`src/rtl/cbg_pkg.sv`:
```
`timescale 1ns/1ps
package cbg_pkg;

    localparam int          RND_W    = 16;
    localparam logic [15:0] RND_SEED = 16'hACE1;

    typedef enum logic { OP_OFF = 1'b0, OP_ON = 1'b1 } gate_op_e;

    typedef enum logic { ST_IDLE = 1'b0, ST_FLUSH = 1'b1 } gate_state_e;

    // One step of the shift register: taps at bits 15, 13, 12, 10.
    function automatic logic [RND_W-1:0] rnd_step(input logic [RND_W-1:0] s);
        return {s[RND_W-2:0], s[15] ^ s[13] ^ s[12] ^ s[10]};
    endfunction

endpackage

```
`src/rtl/cbg_mask.sv`:
```
`timescale 1ns/1ps
module cbg_mask
    import cbg_pkg::*;
#(
    parameter int SETS = 16,
    parameter int WAYS = 4,
    localparam int SET_W = $clog2(SETS),
    localparam int WAY_W = $clog2(WAYS)
) (
    input  logic             clk,
    input  logic             rst,
    input  logic             cmd_valid,
    input  gate_op_e         cmd_op,
    input  logic [SET_W-1:0] cmd_set,
    input  logic [WAY_W-1:0] cmd_way,
    input  logic             cmd_dirty,
    input  logic [SET_W-1:0] rd_set,
    output logic [WAYS-1:0]  rd_en,
    output logic             cmd_ready,
    output logic             done,
    output logic             wb_req,
    output logic             inval,
    output logic [SET_W-1:0] op_set,
    output logic [WAY_W-1:0] op_way
);

    logic [SETS-1:0][WAYS-1:0] en_q;
    gate_state_e               state_q;
    logic                      done_q, wb_q, inval_q;
    logic [SET_W-1:0]          set_q;
    logic [WAY_W-1:0]          way_q;

    always_ff @(posedge clk) begin
        if (rst) begin
            en_q    <= '1;
            state_q <= ST_IDLE;
            done_q  <= 1'b0;
            wb_q    <= 1'b0;
            inval_q <= 1'b0;
            set_q   <= '0;
            way_q   <= '0;
        end else begin
            done_q  <= 1'b0;
            wb_q    <= 1'b0;
            inval_q <= 1'b0;
            case (state_q)
                ST_FLUSH: begin
                    en_q[set_q][way_q] <= 1'b0;
                    inval_q            <= 1'b1;
                    done_q             <= 1'b1;
                    state_q            <= ST_IDLE;
                end
                default: begin
                    if (cmd_valid) begin
                        set_q <= cmd_set;
                        way_q <= cmd_way;
                        if (cmd_op == OP_ON) begin
                            en_q[cmd_set][cmd_way] <= 1'b1;
                            done_q                 <= 1'b1;
                        end else if (en_q[cmd_set][cmd_way] && cmd_dirty) begin
                            wb_q    <= 1'b1;
                            state_q <= ST_FLUSH;
                        end else begin
                            en_q[cmd_set][cmd_way] <= 1'b0;
                            done_q                 <= 1'b1;
                            inval_q                <= 1'b1;
                        end
                    end
                end
            endcase
        end
    end

    assign rd_en     = en_q[rd_set];
    assign cmd_ready = (state_q == ST_IDLE);
    assign done      = done_q;
    assign wb_req    = wb_q;
    assign inval     = inval_q;
    assign op_set    = set_q;
    assign op_way    = way_q;

endmodule

```
`src/rtl/cbg_rnd.sv`:
```
`timescale 1ns/1ps
module cbg_rnd
    import cbg_pkg::*;
#(
    parameter int THR_W = 8
) (
    input  logic             clk,
    input  logic             rst,
    input  logic             adv,
    input  logic [THR_W-1:0] thresh,
    output logic             below
);

    logic [RND_W-1:0] s_q;

    always_ff @(posedge clk) begin
        if (rst)      s_q <= RND_SEED;
        else if (adv) s_q <= rnd_step(s_q);
    end

    assign below = (s_q[THR_W-1:0] < thresh);

endmodule

```
`src/rtl/cbg_lookup.sv`:
```
`timescale 1ns/1ps
module cbg_lookup #(
    parameter int WAYS = 4,
    localparam int WAY_W = $clog2(WAYS)
) (
    input  logic             lk_valid,
    input  logic [WAYS-1:0]  match,
    input  logic [WAYS-1:0]  en,
    input  logic [WAY_W-1:0] pref,
    input  logic             rnd_below,
    output logic             hit,
    output logic [WAYS-1:0]  hit_way,
    output logic             force_miss,
    output logic             bypass,
    output logic [WAY_W-1:0] victim
);

    logic [WAYS-1:0] live;
    logic            any_live;

    assign live       = match & en;
    assign any_live   = lk_valid && (live != '0);
    assign force_miss = any_live && rnd_below;
    assign hit        = any_live && !rnd_below;
    assign hit_way    = hit ? live : '0;
    assign bypass     = lk_valid && (en == '0);

    always_comb begin
        victim = '0;
        for (int i = WAYS - 1; i >= 0; i--) begin
            if (en[i]) victim = WAY_W'(i);
        end
        if (en[pref]) victim = pref;
    end

endmodule

```
`src/rtl/cbg_unit.sv`:
```
`timescale 1ns/1ps
module cbg_unit
    import cbg_pkg::*;
#(
    parameter int SETS  = 16,
    parameter int WAYS  = 4,
    parameter int THR_W = 8,
    localparam int SET_W = $clog2(SETS),
    localparam int WAY_W = $clog2(WAYS)
) (
    input  logic             clk,
    input  logic             rst,
    input  logic             cmd_valid,
    input  logic             cmd_op,
    input  logic [SET_W-1:0] cmd_set,
    input  logic [WAY_W-1:0] cmd_way,
    input  logic             cmd_dirty,
    output logic             cmd_ready,
    output logic             cmd_done,
    output logic             wb_req,
    output logic             inval_req,
    output logic [SET_W-1:0] op_set,
    output logic [WAY_W-1:0] op_way,
    input  logic             lk_valid,
    input  logic [SET_W-1:0] lk_set,
    input  logic [WAYS-1:0]  lk_match,
    input  logic [WAY_W-1:0] lk_pref_way,
    input  logic [THR_W-1:0] thresh,
    output logic [WAYS-1:0]  set_en,
    output logic             hit,
    output logic [WAYS-1:0]  hit_way,
    output logic             force_miss,
    output logic             bypass,
    output logic [WAY_W-1:0] victim_way
);

    logic rnd_below;

    cbg_mask #(.SETS(SETS), .WAYS(WAYS)) i_mask (
        .clk       (clk),
        .rst       (rst),
        .cmd_valid (cmd_valid),
        .cmd_op    (gate_op_e'(cmd_op)),
        .cmd_set   (cmd_set),
        .cmd_way   (cmd_way),
        .cmd_dirty (cmd_dirty),
        .rd_set    (lk_set),
        .rd_en     (set_en),
        .cmd_ready (cmd_ready),
        .done      (cmd_done),
        .wb_req    (wb_req),
        .inval     (inval_req),
        .op_set    (op_set),
        .op_way    (op_way)
    );

    cbg_rnd #(.THR_W(THR_W)) i_rnd (
        .clk    (clk),
        .rst    (rst),
        .adv    (lk_valid),
        .thresh (thresh),
        .below  (rnd_below)
    );

    cbg_lookup #(.WAYS(WAYS)) i_lookup (
        .lk_valid   (lk_valid),
        .match      (lk_match),
        .en         (set_en),
        .pref       (lk_pref_way),
        .rnd_below  (rnd_below),
        .hit        (hit),
        .hit_way    (hit_way),
        .force_miss (force_miss),
        .bypass     (bypass),
        .victim     (victim_way)
    );

endmodule

```
`config.mk`:
```
export PLATFORM = sky130hd
export DESIGN_NAME = cbg_unit
export DESIGN_NICKNAME = d
export VERILOG_FILES = /design/src/rtl/cbg_pkg.sv /design/src/rtl/cbg_mask.sv /design/src/rtl/cbg_rnd.sv /design/src/rtl/cbg_lookup.sv /design/src/rtl/cbg_unit.sv
export SDC_FILE = /design/constraint.sdc
export NUM_CORES = 1
export LEC_CHECK = 0
export BUFFER_PORTS_ARGS = -buffer_cell sky130_fd_sc_hd__buf_2
export CAP_MARGIN = 40
export CORE_ASPECT_RATIO = 0.7
export CORE_MARGIN = 10
export CORE_UTILIZATION = 55
export CTS_BUF_LIST = sky130_fd_sc_hd__clkbuf_4 sky130_fd_sc_hd__clkbuf_8
export CTS_CLUSTER_SIZE = 28
export DETAILED_ROUTE_END_ITERATION = 10
export HOLD_SLACK_MARGIN = 0.15
export PLACE_DENSITY = 0.74
export SYNTH_ARGS = -nofsm -noshare
export SYNTH_HDL_FRONTEND = slang
export SYNTH_SLANG_ARGS = --single-unit
```
`constraint.sdc`:
```
create_clock -name clk -period 3.2 [get_ports clk]
set_input_delay 0.16 -clock clk [delete_from_list [all_inputs] [get_ports clk]]
set_output_delay 0.16 -clock clk [all_outputs]
set_load 0.02 [all_outputs]
```
# Word level (Yosys, flattened, before mapping)
# Cells that the tools add are included.
[totals]
latchBits = 0
out_inout_bits = 23
reg_bits = 89
wordCells = 95
n_memories = 0
ramBits = 0
input_bits = 30
romBits = 0
[classes]
addsub = 0
n_shift = 0
n_mul = 0
bitwise = 11
div_mod_pow = 0
eq_ne = 1
reduce_logical = 16
order_cmp = 11
mux = 34
[ops]
columns = ["op", "n"]
rows = [
  ["$mux W64", 4],
  ["$and A64 B64 Y64", 2],
  ["$not A64 Y64", 2],
  ["$or A64 B64 Y64", 1],
  ["$bmux W4 S4", 2],
  ["$demux W4 S4", 2],
  ["$mux W4", 5],
  ["$lt A4 B5 Y1 const B", 3],
  ["$mux W1", 12],
  ["$mux W2", 5],
  ["$logic_and A1 B1 Y1", 9],
  ["$lt A2 B3 Y1 const B", 3],
  ["$ge A4 B1 Y1 const B", 2],
  ["$lt A8 B8 Y1", 1],
  ["$and A4 B4 Y4", 1],
  ["$bmux W1 S2", 2],
  ["$demux W1 S2", 2],
  ["$ge A2 B1 Y1 const B", 2],
  ["$logic_not A4 Y1", 1],
  ["$reduce_and A2 Y1", 2],
  ["$reduce_bool A4 Y1", 1],
  ["$reduce_or A4 Y1", 1],
  ["$ne A3 B2 Y1 const B", 1],
  ["$xor A1 B1 Y1", 3],
  ["other kinds (3)", 4],
]

# Depth between registers and ports, before layout
[logic_depth]
depth_word = 12
depth_mapped = 11
mapped_depth_nobuf = 7

# By module
# Synthesis repeated with hierarchy kept, for this count alone.
[unflattened]
cells_unflattened = 785
area_unflattened_um2 = 6646.4
[modules_own_cells]
columns = ["module", "area_per_inst_um2", "instances", "cells_each", "seq_area_each_um2"]
rows = [
  ["cbg_mask", 5723.0, 1, 681, 1461.4],
  ["cbg_rnd", 778.2, 1, 79, 320.3],
  ["cbg_lookup", 145.1, 1, 25, 0.0],
]

# Least setup slack after synthesis
# Ideal clock, no wire load.
[synth_path]
path_kind = "input to output"
from = "in lk_set[0]"
to = "out victim_way[1]"
arrival_time_ns = 2.247
path_buffers = 2
stages = 6
required_time_ns = 3.040
setup_slack_ns = 0.793
cell_sequence = "buf_2 > buf_2 > mux4_2 > a22oi_1 > nand2_1 > o32ai_1"
[synth_lines]
columns = ["element", "line", "source"]
rows = [
  ["start: declaration", "cbg_unit.sv:25", "input logic [SET_W-1:0] lk_set,"],
  ["$bmux W4 S4 *", "cbg_mask.sv:74", "assign rd_en = en_q[rd_set];"],
  ["$mux W4 (implied by the code) *", "cbg_mask.sv:74", ""],
  ["net set_en[1]", "cbg_unit.sv:29", "output logic [WAYS-1:0] set_en,"],
  ["$bmux W1 S2 or $mux W2 (tied branches)", "cbg_lookup.sv:33, cbg_lookup.sv:31", ""],
  ["$mux W1 (implied by the code) or $mux W2 (tied branches)", "cbg_lookup.sv:33, cbg_lookup.sv:31", ""],
  ["$mux W2 *", "cbg_lookup.sv:33", "if (en[pref]) victim = pref;"],
  ["end: declaration", "cbg_unit.sv:34", "output logic [WAY_W-1:0] victim_way"],
]
# Mark *: on every way through the listed nets, which the timed path passes. The rest lies on a longest branch. The select of a mux whose other input is x is not followed.

==> reports/results.txt <==
Status: finished clean
Share of cells above drive strength 1: 0.1791
Worst hold slack: 0.1981 ns
Vias per cell: 6.780
GRT Overall Usage: 0.2609
Slew @ Worst Pin: 0.9219 ns
Area Overhead vs Synth: 7.817%
Pwr per Cell Area: 354.9 nW/um2
Largest delay contributor family on the critical path: simple AND/OR/NAND/NOR gates
ANT nets after route: 0
Post-synth ARST share: 0
Setup TNS Final: 0 ns
Largest net degree at the start of global routing: 45
Worst Path Max Fanout: 7
Setup-failing EPs final: 0
Die X: 146.8 um
Max cap viols: 0
Skew final: 0.01697 ns
Number of global-route vias before repair: 5935
Total die area: 15980 um2
Cts bufs inserted: 9
Top cell type's share of synthesized area: 0.2876
Fmax: 0.3684 GHz
Post_cts resized: 0
Post-synth cell types: 51
Avg Inst Size Synth: 7.962 um2
Worst path max stage delay: 0.50 ns
Synth top cells by count: a21oi_1, dfxtp_1, inv_1, nand2_1, o21ai_0
Most frequent cell on the critical path: nand2_1
Standard-cell rows: 32
Wire per inst: 22.43 um
DP HPWL: 14.95 mm
Number of clock sinks: 89
Min-delay worst type: input pin to flop
Initial antenna violation count: 0
Final wirelength: 21.47 mm
RSZ-0062 raised after global routing: no
Fin. Hold Viols: 0
DRC: 0
Core area: 11010 um2
Worst EP arrival: 2.55 ns
Lkg Pwr: 0.002871 uW
Share of the clock period used by the worst path: 0.8484
#FFs+latches synth: 89
Worst rel slew slack: 0.3854
CP Launch Type: flop
Number of diodes: 0
Global route total overflow: 0
Post-synthesis cell count: 778
Critical-path top delay cell: mux4_2
Critical path, cell by cell: mux4_2, a22oi_1, nand2_1, nand2_1, nand4_1, and3_1, buf_2
Cell Area, Synth: 6195 um2
Initial Util: 0.5626
Yosys warning total: 0
Via count: 6488
Clock latency at the later pin of the worst-skew pair: 0.38 ns
Number of synthesized flops with an enable pin: 0
Cell taking the most area after synthesis: dfxtp_1
Area contributors post-synth: dfxtp_1, a21oi_1, mux4_2
CP bufs+invs: 1
Crit end category: output pin
Clk slew on worst S/H paths: 0.10 ns
Setup ws final: 0.4852 ns
Seq/Total Area, Yosys: 0.2876
Final GP Congestion: 1.010
CTS tree: built
Clk buf depth: 2
Minimum clock period: 2.715 ns
Io pins: 53
Root buf cell: clkbuf_8
Post-CTS Setup Bufs: 0
Die Ht: 108.8 um
Count of pins over their slew limit: 0
Max VDD drop: 0.0002479 V
R2r setup slk: 0.83 ns
Count of input and output buffers: 52
Initial drt markers: 965
First-pass GRT wire length: 33.23 mm
Crit path kind: flop to output pin
Most common cell in the synthesized netlist: a21oi_1
Pre-CTS setup slack: 0.4670 ns
H-tree depth: 3
Final-stage net count: 836
Critical path required time: 3.04 ns
Syn_nets: 815
Dominant synthesized flop cell: dfxtp_1
DRT Pass-1 Iters: 6
worst register-to-register path, stage by stage (launching register included):
cell      delay (ns)
dfxtp_1         0.78
clkinv_1        0.14
buf_4           0.30
nor3b_2         0.22
buf_4           0.31
nand2_1         0.10
a311oi_1        0.29
o21ai_0         0.12
placed cells by master, fill, tap and decap left out, types with 4 or more instances in the layout:
cell and n:
inv_1 74, a22oi_1 9, ha_1 7, buf_2 52, nor2_1 57, and3_1 4, buf_4 11, o2111ai_1 4
a211o_1 7, o21ai_1 19, nor2b_1 14, nor3_1 9, mux4_2 20, o211ai_2 33, a21oi_1 101, a31oi_1 34
nand2_1 71, nand4_1 4, nand3_1 5, o21ai_0 62, nor3b_1 4, nand2b_1 10, mux2i_1 25, mux4_1 5
clkbuf_8 10, o211ai_1 7, a311oi_1 17, dfxtp_1 89
repair_timing:
item                                    in CTS  in global routing
endpoints found under the setup margin       0                  0
hold endpoints to repair                     2                  0
hold buffers                                 2                  0
routing by layer:
metal,share of wire,global-route usage,vias up,routed length [um]
met3,0.14,0.07947,68,2972
met5,0,0,-,0
li1,-,-,2880,-
met4,0.027,0.07977,0,575
met1,0.42,0.3597,3049,9023
met2,0.41,0.3843,491,8896
report_power, final:
part	leakage, uW	total (uW)	internal, uW	switching [uW]
Sequential	0.000725	1170	1130	34.6
Combinational	0.00205	461	152	309
Clock	0.0000925	742	310	432
kinds of logic (layout without fill, tap and decap cells):
kind of cell               after synthesis  count (layout)  synth area share
AOI/OAI and AO/OA                      303             303            0.3209
and+or+nand+nor                        194             194            0.1468
buffers and inverters                  131             157           0.09008
DFF                                     89              89            0.2876
muxes                                   51              51            0.1361
adders and majority gates                7               7           0.01414
xor gates and xnor gates                 3               3          0.004242
cell type report:
cell class / count / area [um2]
sequential: 89 / 1782
inverter: 75 / 281.5
fill: 1001 / 4332
timing repair buffer: 66 / 382.9
tap: 153 / 191.4
multi-input combinational: 558 / 3865
clock buffer: 11 / 145.1
clock inverter: 5 / 31.28
stage by stage:
stage          utilization  instances  total power (uW)  cell area [um2]
3_3_place_gp        0.5888        939              1618             6482
5_1_grt             0.6066        957              2445             6679
2_1_floorplan            -        778              1498             6195
6_report            0.6066        957              2370             6679
4_1_cts             0.6066        957              2355             6679
3_5_place_dp        0.5888        939              1634             6482
final timing paths:
check	startpoint	end	cells after the start
setup / recovery	flop	force_miss	7
hold reg to reg	i_rnd.s_q[9]	i_rnd.s_q[10]	1
hold / removal	cmd_op	i_mask.inval	4
setup reg to reg	i_mask.state_q	flop	7
(Power assumes the default switching activity.)
